### config.mk
export PLATFORM = sky130hd
export DESIGN_NAME = chip_reset_seq
export DESIGN_NICKNAME = d
export VERILOG_FILES = /design/src/rtl/chip_reset_pkg.sv /design/src/rtl/rst_wake_counter.sv /design/src/rtl/rst_cause_reg.sv /design/src/rtl/rst_seq_fsm.sv /design/src/rtl/chip_reset_seq.sv
export SDC_FILE = /design/constraint.sdc
export NUM_CORES = 1
export LEC_CHECK = 0
export BUFFER_PORTS_ARGS = -buffer_cell sky130_fd_sc_hd__buf_2
export CAP_MARGIN = 0
export CORE_ASPECT_RATIO = 0.9
export CORE_MARGIN = 8
export CORE_UTILIZATION = 30
export CTS_CLUSTER_DIAMETER = 80
export CTS_CLUSTER_SIZE = 20
export DETAILED_ROUTE_END_ITERATION = 10
export SYNTH_ARGS = -nofsm -noshare
export SYNTH_HDL_FRONTEND = slang
export SYNTH_SLANG_ARGS = --single-unit
### constraint.sdc
create_clock -name clk -period 2.7 [get_ports clk]
set_clock_uncertainty 0.05 [all_clocks]
set_input_delay 0 -clock clk [delete_from_list [all_inputs] [get_ports clk]]
set_output_delay 0 -clock clk [all_outputs]
set_load 0.02 [all_outputs]
### src/rtl/chip_reset_pkg.sv
// Shared types and cause bit positions for the reset sequencer.
package chip_reset_pkg;
    typedef enum logic [1:0] {
        ST_RUN  = 2'd0,   // reset released, chip running
        ST_HOLD = 2'd1,   // a request is present
        ST_WAIT = 2'd2    // requests gone, waiting on count and flags
    } seq_state_t;

    localparam int CAUSE_W   = 4;
    localparam int CAUSE_POR = 0;
    localparam int CAUSE_EXT = 1;
    localparam int CAUSE_WDT = 2;
    localparam int CAUSE_BOD = 3;
endpackage

### src/rtl/rst_wake_counter.sv
// Wake-up counter. It clears on request, advances when enabled and
// saturates at WAKE_CYCLES.
// Assumes: clr has priority over adv; rst_n is synchronous, active low.
module rst_wake_counter #(
    parameter int WAKE_CYCLES = 256
) (
    input  logic clk,
    input  logic rst_n,
    input  logic clr,
    input  logic adv,
    output logic done
);
    localparam int CNT_W = $clog2(WAKE_CYCLES + 1);
    localparam logic [CNT_W-1:0] LIMIT = CNT_W'(WAKE_CYCLES);

    logic [CNT_W-1:0] cnt;

    // Count enabled cycles, saturating at the limit.
    always_ff @(posedge clk) begin
        if (!rst_n || clr) begin
            cnt <= '0;
        end else if (adv && cnt != LIMIT) begin
            cnt <= cnt + 1'b1;
        end
    end

    // Flag a finished count.
    always_comb done = (cnt == LIMIT);

    assert_cnt_hold_R4: assert property (@(posedge clk) disable iff (!rst_n)
        (!clr && !adv) |=> $stable(cnt));
    assert_cnt_bound_R4: assert property (@(posedge clk) disable iff (!rst_n)
        cnt <= LIMIT);
endmodule

### src/rtl/rst_cause_reg.sv
// Sticky reset-cause register. Power-on loads only the power-on bit.
// Requests set bits, and masked software writes clear bits.
// Assumes: a set wins over a clear in the same cycle.
module rst_cause_reg
    import chip_reset_pkg::*;
(
    input  logic               clk,
    input  logic               rst_n,
    input  logic [CAUSE_W-1:0] set_vec,
    input  logic               clr_we,
    input  logic [CAUSE_W-1:0] clr_mask,
    output logic [CAUSE_W-1:0] cause
);
    logic [CAUSE_W-1:0] clr_eff;

    // Apply the clear mask only while the write strobe is high.
    always_comb clr_eff = clr_we ? clr_mask : '0;

    // Hold, clear and set the cause bits.
    always_ff @(posedge clk) begin
        if (!rst_n) begin
            cause <= CAUSE_W'(1) << CAUSE_POR;
        end else begin
            cause <= (cause & ~clr_eff) | set_vec;
        end
    end

    assert_set_wins_R8: assert property (@(posedge clk) disable iff (!rst_n)
        (|set_vec) |=> ((cause & $past(set_vec)) == $past(set_vec)));
endmodule

### src/rtl/rst_seq_fsm.sv
// Release state machine: hold, wait, run. It drives the registered reset
// outputs and the boot pulse, and it remembers brown-out involvement.
// Assumes: inputs synchronous to clk; rst_n is the power-on request.
module rst_seq_fsm
    import chip_reset_pkg::*;
(
    input  logic clk,
    input  logic rst_n,
    input  logic any_req,
    input  logic ext_rst_n,
    input  logic bod_req,
    input  logic vdd_ok,
    input  logic osc_ready,
    input  logic flash_init_done,
    input  logic cnt_done,
    output logic cnt_clr,
    output logic cnt_adv,
    output logic sys_rst,
    output logic rst_out_n,
    output logic boot_go
);
    seq_state_t state;
    logic       bod_seen;
    logic       release_ok;

    // Decide release and drive the counter controls.
    always_comb begin
        release_ok = (state == ST_WAIT) && cnt_done && osc_ready &&
                     flash_init_done && (!bod_seen || vdd_ok);
        cnt_clr    = any_req || (state != ST_WAIT);
        cnt_adv    = osc_ready;
    end

    // State, registered reset outputs and brown-out memory.
    always_ff @(posedge clk) begin
        if (!rst_n) begin
            state     <= ST_HOLD;
            sys_rst   <= 1'b1;
            rst_out_n <= 1'b0;
            bod_seen  <= 1'b0;
            boot_go   <= 1'b0;
        end else if (any_req) begin
            state     <= ST_HOLD;
            sys_rst   <= 1'b1;
            rst_out_n <= 1'b0;
            bod_seen  <= bod_seen | bod_req;
            boot_go   <= 1'b0;
        end else begin
            boot_go <= 1'b0;
            case (state)
                ST_HOLD: state <= ST_WAIT;
                ST_WAIT: begin
                    if (release_ok) begin
                        state     <= ST_RUN;
                        sys_rst   <= 1'b0;
                        rst_out_n <= 1'b1;
                        bod_seen  <= 1'b0;
                        boot_go   <= 1'b1;
                    end
                end
                default: state <= ST_RUN;
            endcase
        end
    end

    assert_req_forces_R2: assert property (@(posedge clk) disable iff (!rst_n)
        any_req |=> (sys_rst && !rst_out_n));
    assert_release_gate_R3: assert property (@(posedge clk) disable iff (!rst_n)
        $fell(sys_rst) |-> $past(ext_rst_n && osc_ready && flash_init_done && cnt_done));
    assert_bod_vdd_R6: assert property (@(posedge clk) disable iff (!rst_n)
        ($fell(sys_rst) && $past(bod_seen)) |-> $past(vdd_ok));
    assert_boot_pulse_R9: assert property (@(posedge clk) disable iff (!rst_n)
        boot_go |-> $fell(sys_rst));
endmodule

### src/rtl/chip_reset_seq.sv
// Top of the reset sequencer. It merges power-on, pin, watchdog and
// brown-out requests and releases reset once the count and readiness
// flags allow it.
// Assumes: all inputs are already synchronised to clk.
module chip_reset_seq
    import chip_reset_pkg::*;
#(
    parameter int          WAKE_CYCLES  = 256,
    parameter int          ADDR_W       = 32,
    parameter logic [31:0] RESET_VECTOR = 32'h0
) (
    input  logic               clk,
    input  logic               por_n,
    input  logic               ext_rst_n,
    input  logic               wdt_req,
    input  logic               bod_req,
    input  logic               vdd_ok,
    input  logic               osc_ready,
    input  logic               flash_init_done,
    input  logic               cause_clr_we,
    input  logic [CAUSE_W-1:0] cause_clr_mask,
    output logic               sys_rst,
    output logic               rst_out_n,
    output logic               boot_go,
    output logic [ADDR_W-1:0]  boot_addr,
    output logic [CAUSE_W-1:0] cause
);
    logic               any_req;
    logic [CAUSE_W-1:0] set_vec;
    logic               cnt_clr;
    logic               cnt_adv;
    logic               cnt_done;

    // Merge the running-time requests and form the cause set vector.
    always_comb begin
        any_req            = !ext_rst_n || wdt_req || bod_req;
        set_vec            = '0;
        set_vec[CAUSE_EXT] = !ext_rst_n;
        set_vec[CAUSE_WDT] = wdt_req;
        set_vec[CAUSE_BOD] = bod_req;
    end

    // Present the reset vector to the core fetch path.
    always_comb boot_addr = ADDR_W'(RESET_VECTOR);

    rst_wake_counter #(.WAKE_CYCLES(WAKE_CYCLES)) u_cnt (
        .clk   (clk),
        .rst_n (por_n),
        .clr   (cnt_clr),
        .adv   (cnt_adv),
        .done  (cnt_done)
    );

    rst_seq_fsm u_fsm (
        .clk             (clk),
        .rst_n           (por_n),
        .any_req         (any_req),
        .ext_rst_n       (ext_rst_n),
        .bod_req         (bod_req),
        .vdd_ok          (vdd_ok),
        .osc_ready       (osc_ready),
        .flash_init_done (flash_init_done),
        .cnt_done        (cnt_done),
        .cnt_clr         (cnt_clr),
        .cnt_adv         (cnt_adv),
        .sys_rst         (sys_rst),
        .rst_out_n       (rst_out_n),
        .boot_go         (boot_go)
    );

    rst_cause_reg u_cause (
        .clk      (clk),
        .rst_n    (por_n),
        .set_vec  (set_vec),
        .clr_we   (cause_clr_we),
        .clr_mask (cause_clr_mask),
        .cause    (cause)
    );
endmodule

==> impl_metrics.py, run 1 <==
metrics = {
    "yosys": {
        "synth_top_area_cell": "dfxtp_1",
        "syn_avg_cell_area_sq_um": 8.68,
        "ys_top_cells_by_count": "32 x buf_4, 19 x dfxtp_1, 12 x nand2_1",
        "synth_edf_count": 0,
        "synth-seq-cells": 19,
        "synth_top_area_share_pct": 36.2,
        "synth.most_common_cell": "buf_4",
        "synthArstFlopShare_pct": 0,
        "syn_area_sq_um": 1050,
        "ys_types": 29,
        "synthCells": 121,
        "ys_seq_area_share_pct": 36.2,
        "yosys-top-cells-area": "dfxtp_1 36%, buf_4 23%, nand2_1 4.3%",
        "synth_warnings": 0,
        "synthFlopType": "dfxtp_1",
    },
    "floorplan": {
        "fp.dieW_um": 78.4,
        "initial_core_util_pct": 31.3,
        "num_io_pins": 52,
        "die_y_um": 72.1,
        "core-area_sq_um": 3350,
        "rows": 20,
        "dieArea_sq_um": 5650,
    },
    "global_routing": {
        "overflow": 0,
        "grt_pass1_vias": 829,
        "grt_usage_pct": 7.65,
        "antenna_found_initial": 0,
        "grt_max_degree": 12,
        "grt_pass1_wl_um": 3530,
    },
    "drt": {
        "wl_per_cell_um": 11.7,
        "drt_iter0_drc": 39,
        "routed_via_density": 4.36,
        "drc": 0,
        "num_vias": 838,
        "wirelength_um": 2240,
        "antenna_left": 0,
        "drt_pass1_iterations": 4,
    },
    "critical_path": {
        "path_max_fanout": 5,
        "r2r.worst_path.cells": 5,
        "startpoint": "u_cnt.cnt[0]$_SDFFE_PP0P_",
        "cp.required_ps": 2780,
        "arrival_ps": 1670,
        "timing.rr.start": "u_cnt.cnt[0]$_SDFFE_PP0P_",
        "startpoint_type": "flop",
        "path_class": "flop to flop",
        "endpoint_kind": "flop",
        "reg2reg_to": "u_cnt.cnt[1]$_SDFFE_PP0P_",
        "reg2reg_slack_ps": 1120,
    },
    "sta": {
        "setup-tns-final_ps": 0,
        "post-route-period-util_pct": 58.7,
        "relSlewSlack_pct": 63.4,
        "rsz0062_at_grt": "no",
        "setup_violations": 0,
        "drv_slew": 0,
        "fmax_mhz": 631,
        "setup_ws_ps": 1120,
        "whs_ps": 23.0,
        "hold_viol": 0,
        "fin_crit_ps": 1580,
        "tightest_slew_ps": 541,
    },
    "clocking": {
        "cts_buffer_depth": 2,
        "cts_root_buffer": "clkbuf_8",
        "clk_latency_ps": 260,
        "numClockSinks": 19,
        "clkSlewWorstSetupHoldPaths_ps": 70,
        "cts.repair.resized": 0,
        "numCtsBuffers": 3,
        "post-cts-setup-buffers": 0,
        "h-tree-depth": 1,
        "cts_tree": "done",
    },
    "final_layout": {
        "layout.cells.non_filler": 192,
        "finalNetCount": 164,
        "n_antenna_cell": 0,
        "syn_to_final_growth_pct": 12.2,
        "drive_gt1_share_pct": 18.9,
    },
    "power_and_ir_drop": {
        "fin_total_pwr_uw": 569,
        "leakagePower_nw": 0.510,
        "powerDensity_nw_per_um2": 483,
        "ir_drop_mv": 0.201,
    },
    "place": {
        "dp_hpwl_um": 1770,
        "port-buffer-count": 19,
        "post-place-ws_ps": 1120,
        "dp_cells": 182,
        "gp_congestion": 0.744,
    },
    "worst_hold_path": {
        "min_to": "u_cause.cause[2]$_SDFF_PN0_",
        "hold_depth": 4,
        "worstHoldPathType": "primary input to flop",
        "hold_path.startpoint": "cause_clr_mask[2]",
    },
    "status": {
        "outcome": "completed",
    },
    "flow_run": {
        "maxCapViolCount": 0,
    },
}
stage by stage:
stage | cell area [sq um] | util, %
3_5_place_dp | 1070 | 31.9
3_3_place_gp | 1070 | 31.9
6_report | 1180 | 35.1
4_1_cts | 1180 | 35.1
5_1_grt | 1180 | 35.1
2_1_floorplan | 1170 | -
power breakdown:
part	switching, mW	internal [mW]	leakage, nW
Clock	0.0946	0.103	0.0255
Sequential	0.00275	0.286	0.155
Combinational	0.0610	0.0214	0.330
Total	0.158	0.410	0.510
sequential cells by signal, indices dropped and copies added, names as in the netlist:
name and cells:
u_fsm.rst_out_n 1, u_cnt.cnt 9, u_fsm.boot_go 1, u_cause.cause 4, u_fsm.sys_rst 1, u_fsm.state 2, u_fsm.bod_seen 1
metal layers:
layer / up-vias / global-route usage, % / part of all wire [%]
met3: 9 / 2.35 / 5.7
li1: 403 / - / -
met4: 0 / 5.75 / 4.2
met1: 396 / 6.65 / 36
met2: 30 / 14.4 / 54
met5: - / 0 / 0
layout make-up:
type / count / area [sq um]
Timing Repair Buffer: 25 / 155
Inverter: 5 / 18.8
Tap cell: 44 / 55.1
Fill cell: 364 / 2180
Multi-Input combinational cell: 95 / 522
Clock buffer: 3 / 41.3
Sequential cell: 19 / 380
Clock inverter: 1 / 5.00
cells by family (layout without fill, tap and decap cells):
logic type | Yosys count | in the layout | share of synthesized area (%)
compound gates | 20 | 20 | 11.8
xor+xnor | 2 | 2 | 1.67
fa+ha+maj | 2 | 2 | 2.38
buf+inv | 38 | 34 | 25.1
flops | 19 | 19 | 36.2
mux | 2 | 2 | 1.91
other cells | 1 | 32 | 0.357
simple gates | 37 | 37 | 20.5
cells in the final DEF (no fill, tap or decap), types with 3 or more instances in the layout:
cell type,n
nand3_1,6
dlygate4sd3_1,6
nand2_1,12
nor2b_1,3
inv_1,5
o21ai_0,5
conb_1,32
a21oi_1,8
buf_2,19
clkbuf_8,3
dfxtp_1,19
critical path, stage by stage (launching register included):
cell and delay (ps):
dfxtp_1 360, inv_1 100, ha_1 140, nor4b_1 380
a21boi_0 260, mux2i_1 170
repair_timing:
item,CTS,global route
hold buffers,6,0
hold endpoints to repair,5,0
setup endpoints to repair,0,0
worst max-delay path by stage:
| stage | to | slack (ps) | cells past startpoint |
|---|---|---|---|
| after floorplan | u_cnt.cnt[0]$_SDFFE_PP0P_ | 1290 | 5 |
| after global placement | u_fsm.boot_go$_SDFF_PP0_ | 1220 | 5 |
| after detailed placement | u_fsm.state[1]$_SDFFE_PP0P_ | 1120 | 5 |
| after CTS | u_fsm.state[1]$_SDFFE_PP0P_ | 1120 | 5 |
| after global routing | u_cnt.cnt[1]$_SDFFE_PP0P_ | 980 | 5 |
| final | u_cnt.cnt[1]$_SDFFE_PP0P_ | 1120 | 5 |
(Power assumes the default switching activity.)
==> inputs of run 2 (changes only) <==
==> constraint.sdc (replaced) <==
create_clock -name clk -period 1.3 [get_ports clk]
set_clock_uncertainty 0.05 [all_clocks]
set_input_delay 0 -clock clk [delete_from_list [all_inputs] [get_ports clk]]
set_output_delay 0 -clock clk [all_outputs]
set_load 0.02 [all_outputs]
==> run 2 against run 1 <==
Effect of this change: maximum frequency is 18% higher; hold slack worse by 1.5 ps; first-iteration DRC count is 46% lower; the flow now finishes with violations (setup timing).
==> impl_metrics.py, run 2 (synthesis results as in run 1) <==
metrics = {
    "clocking": {
        "cts_root_buffer": "clkbuf_8",
        "clk_latency_ps": 260,
        "numClockSinks": 19,
        "numCtsBuffers": 3,
        "clkSlewWorstSetupHoldPaths_ps": 70,
        "h-tree-depth": 1,
        "cts_tree": "done",
        "cts_buffer_depth": 2,
    },
    "drt": {
        "wirelength_um": 2450,
        "antenna_left": 0,
        "num_vias": 847,
        "wl_per_cell_um": 12.1,
        "routed_via_density": 4.19,
        "drt_pass1_iterations": 4,
        "drc": 0,
        "drt_iter0_drc": 21,
    },
    "critical_path": {
        "arrival_ps": 1500,
        "path_class": "flop to flop",
        "startpoint_type": "flop",
        "critical_path.slowest_cell": "dfxtp_4",
        "slowest_delay_ps": 380,
        "reg2reg_slack_ps": -50,
        "cp.required_ps": 1460,
        "r2r.worst_path.cells": 5,
        "endpoint_kind": "flop",
        "crit_path_cell_trace": "inv_4 -> ha_4 -> nor4b_4 -> o2111a_2 -> and3_1",
        "path_max_fanout": 5,
    },
    "final_layout": {
        "layout.cells.non_filler": 202,
        "final_common_cell": "conb_1",
        "finalNetCount": 174,
        "top_regs": "u_cnt.cnt (9), u_cause.cause (4), u_fsm.state (2)",
        "n_antenna_cell": 0,
        "largest_reg_flops": 9,
        "regMostFlops": "u_cnt.cnt",
        "drive_gt1_share_pct": 35.4,
        "mostFrequentLayoutCells": "32 x conb_1, 18 x buf_2, 14 x dfxtp_1",
        "syn_to_final_growth_pct": 29.9,
    },
    "global_routing": {
        "grt_max_degree": 12,
        "grt_pass1_vias": 880,
        "top_usage_layer": "met2",
        "grtUsageMet2_pct": 16.8,
        "overflow": 0,
        "antenna_found_initial": 0,
        "grtUsageMet3_pct": 2.47,
        "use_met1_pct": 8.16,
        "grt_usage_pct": 8.86,
        "grt_pass1_wl_um": 4010,
    },
    "sta": {
        "drv_slew": 0,
        "whs_ps": 21.6,
        "fmax_mhz": 743,
        "post-route-period-util_pct": 103,
        "rsz0062_at_grt": "yes",
        "fin_crit_ps": 1350,
        "hold_viol": 0,
        "setup_ws_ps": -45.0,
        "setup_violations": 7,
    },
    "power_and_ir_drop": {
        "p_int_uw": 847,
        "leakagePower_nw": 0.588,
        "p_clk_share_pct": 35.2,
        "comb_power_share_pct": 14.6,
        "powerDensity_nw_per_um2": 869,
        "seqPwrFrac_pct": 50.2,
        "switching_power_uw": 337,
        "fin_total_pwr_mw": 1.18,
        "ir_drop_mv": 0.545,
        "swShare_pct": 28.5,
    },
    "floorplan": {
        "num_io_pins": 52,
        "die_y_um": 72.1,
        "initial_core_util_pct": 31.3,
        "dieArea_sq_um": 5650,
        "fp.dieW_um": 78.4,
        "core-area_sq_um": 3350,
        "rows": 20,
    },
    "place": {
        "dp_cells": 192,
        "dp_hpwl_um": 1830,
        "post-place-ws_ps": -108,
        "port-buffer-count": 19,
        "gp_congestion": 0.763,
    },
    "status": {
        "outcome": "finished, violations left",
        "violations": "setup timing",
    },
    "worst_hold_path": {
        "hold_depth": 4,
        "worstHoldPathType": "primary input to flop",
    },
    "flow_run": {
        "maxCapViolCount": 0,
    },
}
[run 2: cell types whose count changed in the layout (fill, tap and decap cells not counted), moves of 3 or more]
| cell | before | now |
|---|---|---|
| a21oi_1 | 8 | 5 |
| dfxtp_1 | 19 | 14 |
| buf_4 | 0 | 11 |
| a21oi_2 | 0 | 3 |
| dfxtp_4 | 0 | 3 |
[run 2: metal layers]
metal	vias to the layer above	routed length, um
li1	426	-
met1	391	870
met2	25	1360
met3	5	155
met4	0	63
met5	-	0
[run 2: power groups by stage]
stage          Clock, mW  Combinational (mW)  Sequential, mW
6_report           0.417               0.173           0.594
2_1_floorplan          0               0.176           0.622
5_1_grt            0.456               0.189           0.596
3_5_place_dp           0               0.153           0.612
4_1_cts            0.431               0.169           0.594
3_3_place_gp           0               0.152           0.611
[run 2: critical path: cells and delay by family, from the launching register on]
family                   cells  cell delay, ps
AO/OA/AOI/OAI                1             300
adder cells (fa/ha/maj)      1             120
buffers and inverters        1              60
flip-flops                   1             380
AND/OR/NAND/NOR              2             380
[run 2: timing repair]
action,in CTS,in global routing
endpoints found under the setup margin,10,11
hold buffers,6,0
pin swaps,4,3
buffers inserted,1,0
resized for setup,14,12
endpoints found under the hold margin,5,0
[run 2: area by class of cell]
type / instances / area (sq um)
Fill cell: 347 / 1990
Multi-Input combinational cell: 95 / 612
Sequential cell: 19 / 394
Timing Repair Buffer: 35 / 233
Tap cell: 44 / 55.1
Clock buffer: 3 / 41.3
Inverter: 5 / 23.8
Clock inverter: 1 / 5.00
[run 2: path summary, 6_finish.rpt]
kind                         startpoint                          end
max           u_cnt.cnt[1]$_SDFFE_PP0P_     u_fsm.boot_go$_SDFF_PP0_
min                   cause_clr_mask[3]  u_cause.cause[3]$_SDFF_PN0_
max reg2reg   u_cnt.cnt[1]$_SDFFE_PP0P_     u_fsm.boot_go$_SDFF_PP0_
min reg2reg  u_fsm.sys_rst$_SDFFE_PP1P_   u_fsm.sys_rst$_SDFFE_PP1P_
[run 2: metrics by stage]
stage | instance area [sq um] | utilization [%] | TNS [ps]
3_3_place_gp | 1170 | 34.9 | -373
2_1_floorplan | 1190 | - | -0.486
5_1_grt | 1360 | 40.7 | -794
3_5_place_dp | 1170 | 34.9 | -689
4_1_cts | 1330 | 39.6 | -147
6_report | 1360 | 40.7 | -130
==> inputs of run 3 (changes only) <==
--- a/config.mk
+++ b/config.mk
@@ -10,6 +10,7 @@
 export CORE_ASPECT_RATIO = 0.9
 export CORE_MARGIN = 8
 export CORE_UTILIZATION = 30
+export CTS_BUF_LIST = sky130_fd_sc_hd__clkbuf_16
 export CTS_CLUSTER_DIAMETER = 80
 export CTS_CLUSTER_SIZE = 20
 export DETAILED_ROUTE_END_ITERATION = 10
==> run 3 against run 2 <==
Effect of this change: the run still ends with setup timing left; sequential share of layout area is 0.064 points lower; worst setup slack worse by 2.7 ps; first-iteration DRC count is 86% higher; via count is 0.94% lower; cell count stayed put; hold slack better by 11 ps; highest routed layer unchanged; total power is 18% higher; cell area is 0.73% lower; clock power is 51% higher; die area stayed put; largest cell class unchanged.
==> impl_metrics.py, run 3 (synthesis results as in run 1) <==
metrics = {
    "status": {
        "outcome": "finished, violations left",
        "violations": "setup timing",
    },
    "floorplan": {
        "initial_core_util_pct": 31.3,
        "dieArea_sq_um": 5650,
        "num_io_pins": 52,
        "core-area_sq_um": 3350,
        "rows": 20,
        "fp.dieW_um": 78.4,
        "die_y_um": 72.1,
    },
    "sta": {
        "setup_violations": 8,
        "rsz0062_at_grt": "yes",
        "post-route-period-util_pct": 104,
        "fmax_mhz": 742,
        "fin_crit_ps": 1350,
        "setup-tns-final_ps": -147,
        "drv_slew": 0,
        "setup_ws_ps": -47.7,
        "hold_viol": 0,
    },
    "power_and_ir_drop": {
        "ir_drop_mv": 0.590,
        "fin_total_pwr_mw": 1.40,
        "powerDensity_nw_per_um2": 1030,
        "leakagePower_nw": 0.600,
    },
    "global_routing": {
        "grt_pass1_wl_um": 4080,
        "grt_max_degree": 12,
        "grt_pass1_vias": 889,
        "grtUsageMet3_pct": 2.10,
        "overflow": 0,
        "grt_usage_pct": 8.94,
        "use_met1_pct": 8.38,
        "grtUsageMet2_pct": 17.4,
        "antenna_found_initial": 0,
        "top_usage_layer": "met2",
    },
    "clocking": {
        "numClockSinks": 19,
        "cts_buffer_depth": 2,
        "cts_root_buffer": "clkbuf_16",
        "numCtsBuffers": 3,
        "clkSlewWorstSetupHoldPaths_ps": 50,
        "h-tree-depth": 1,
        "cts_tree": "done",
        "clk_latency_ps": 250,
    },
    "final_layout": {
        "drive_gt1_share_pct": 31.0,
        "mostFrequentLayoutCells": "32 x conb_1, 18 x buf_2, 15 x dfxtp_1",
        "final_common_cell": "conb_1",
        "top_regs": "u_cnt.cnt (9), u_cause.cause (4), u_fsm.state (2)",
        "fillers": 349,
        "post-route-util_pct": 40.4,
        "n_antenna_cell": 0,
        "finalNetCount": 174,
        "regMostFlops": "u_cnt.cnt",
        "syn_to_final_growth_pct": 29.0,
        "largest_reg_flops": 9,
        "stdcell_area_sq_um": 1350,
    },
    "place": {
        "gp_congestion": 0.763,
        "dp_hpwl_um": 1830,
        "place_area_sq_um": 1170,
        "port-buffer-count": 19,
    },
    "drt": {
        "drc": 0,
        "drt_iter0_drc": 39,
        "antenna_left": 0,
        "wirelength_um": 2460,
        "num_vias": 839,
        "routed_via_density": 4.15,
        "wl_per_cell_um": 12.2,
        "drt_pass1_iterations": 5,
    },
    "critical_path": {
        "startpoint_type": "flop",
        "cp.required_ps": 1450,
        "endpoint_kind": "flop",
        "arrival_ps": 1500,
        "path_max_fanout": 5,
        "path_class": "flop to flop",
    },
    "worst_hold_path": {
        "worstHoldPathType": "primary input to flop",
    },
    "flow_run": {
        "maxCapViolCount": 0,
    },
}
## run 3: cell types whose count changed in the layout (fill, tap and decap cells not counted), moves of 2 or more
cell	delta
clkbuf_8	-3
a21oi_1	+2
a21oi_2	-2
clkbuf_16	+3
nand3_4	-2
## run 3: through the flow
step | std cells | hold slack (ps) | setup slack [ps]
5_1_grt | 202 | 91.6 | -113
2_1_floorplan | 152 | 11.9 | -0.486
3_5_place_dp | 192 | 167 | -108
3_3_place_gp | 192 | 163 | -64.1
6_report | 202 | 32.4 | -47.7
4_1_cts | 203 | 33.5 | -32.8
## run 3: area by class of cell
cell class / count / area, sq um / share of cell area (%)
Clock buffer: 3 / 75.1 / 5.55
Clock inverter: 1 / 5.00 / 0.370
Inverter: 5 / 23.8 / 1.76
Multi-Input combinational cell: 95 / 572 / 42.2
Sequential cell: 19 / 390 / 28.8
Tap cell: 44 / 55.1 / 4.07
Timing Repair Buffer: 35 / 233 / 17.2
## run 3: worst paths after layout
check	start	slack (ps)	depth (start not counted)	end
worst max-delay path	u_cnt.cnt[1]$_SDFFE_PP0P_	-50	5	u_fsm.boot_go$_SDFF_PP0_
worst min-delay path	cause_clr_mask[3]	30	4	u_cause.cause[3]$_SDFF_PN0_
worst min register to register	u_fsm.sys_rst$_SDFFE_PP1P_	410	2	u_fsm.sys_rst$_SDFFE_PP1P_
worst max register to register	u_cnt.cnt[1]$_SDFFE_PP0P_	-50	5	u_fsm.boot_go$_SDFF_PP0_
## run 3: per-layer routing
layer / vias up / routed length (um) / part of all wire, %
li1: 426 / - / -
met1: 390 / 867 / 35
met2: 19 / 1400 / 57
met3: 4 / 140 / 5.7
met4: 0 / 49 / 2.0
met5: - / 0 / 0
## run 3: worst max-delay path: stages (launching register included)
cell	delay (ps)
dfxtp_4	370
inv_4	60
ha_4	120
nor4b_4	240
o2111a_2	300
and3_1	150
## run 3: what timing repair did
item	in CTS	in global routing
pin swaps	4	2
hold buffers	6	0
resized for setup	12	4
hold endpoints to repair	4	0
setup buffers	1	0
endpoints found under the setup margin	10	12
## run 3: power breakdown
group | switching (mW) | internal, mW | leakage [nW]
combinational | 0.126 | 0.0449 | 0.401
clock | 0.217 | 0.412 | 0.0409
sequential | 0.00622 | 0.591 | 0.157
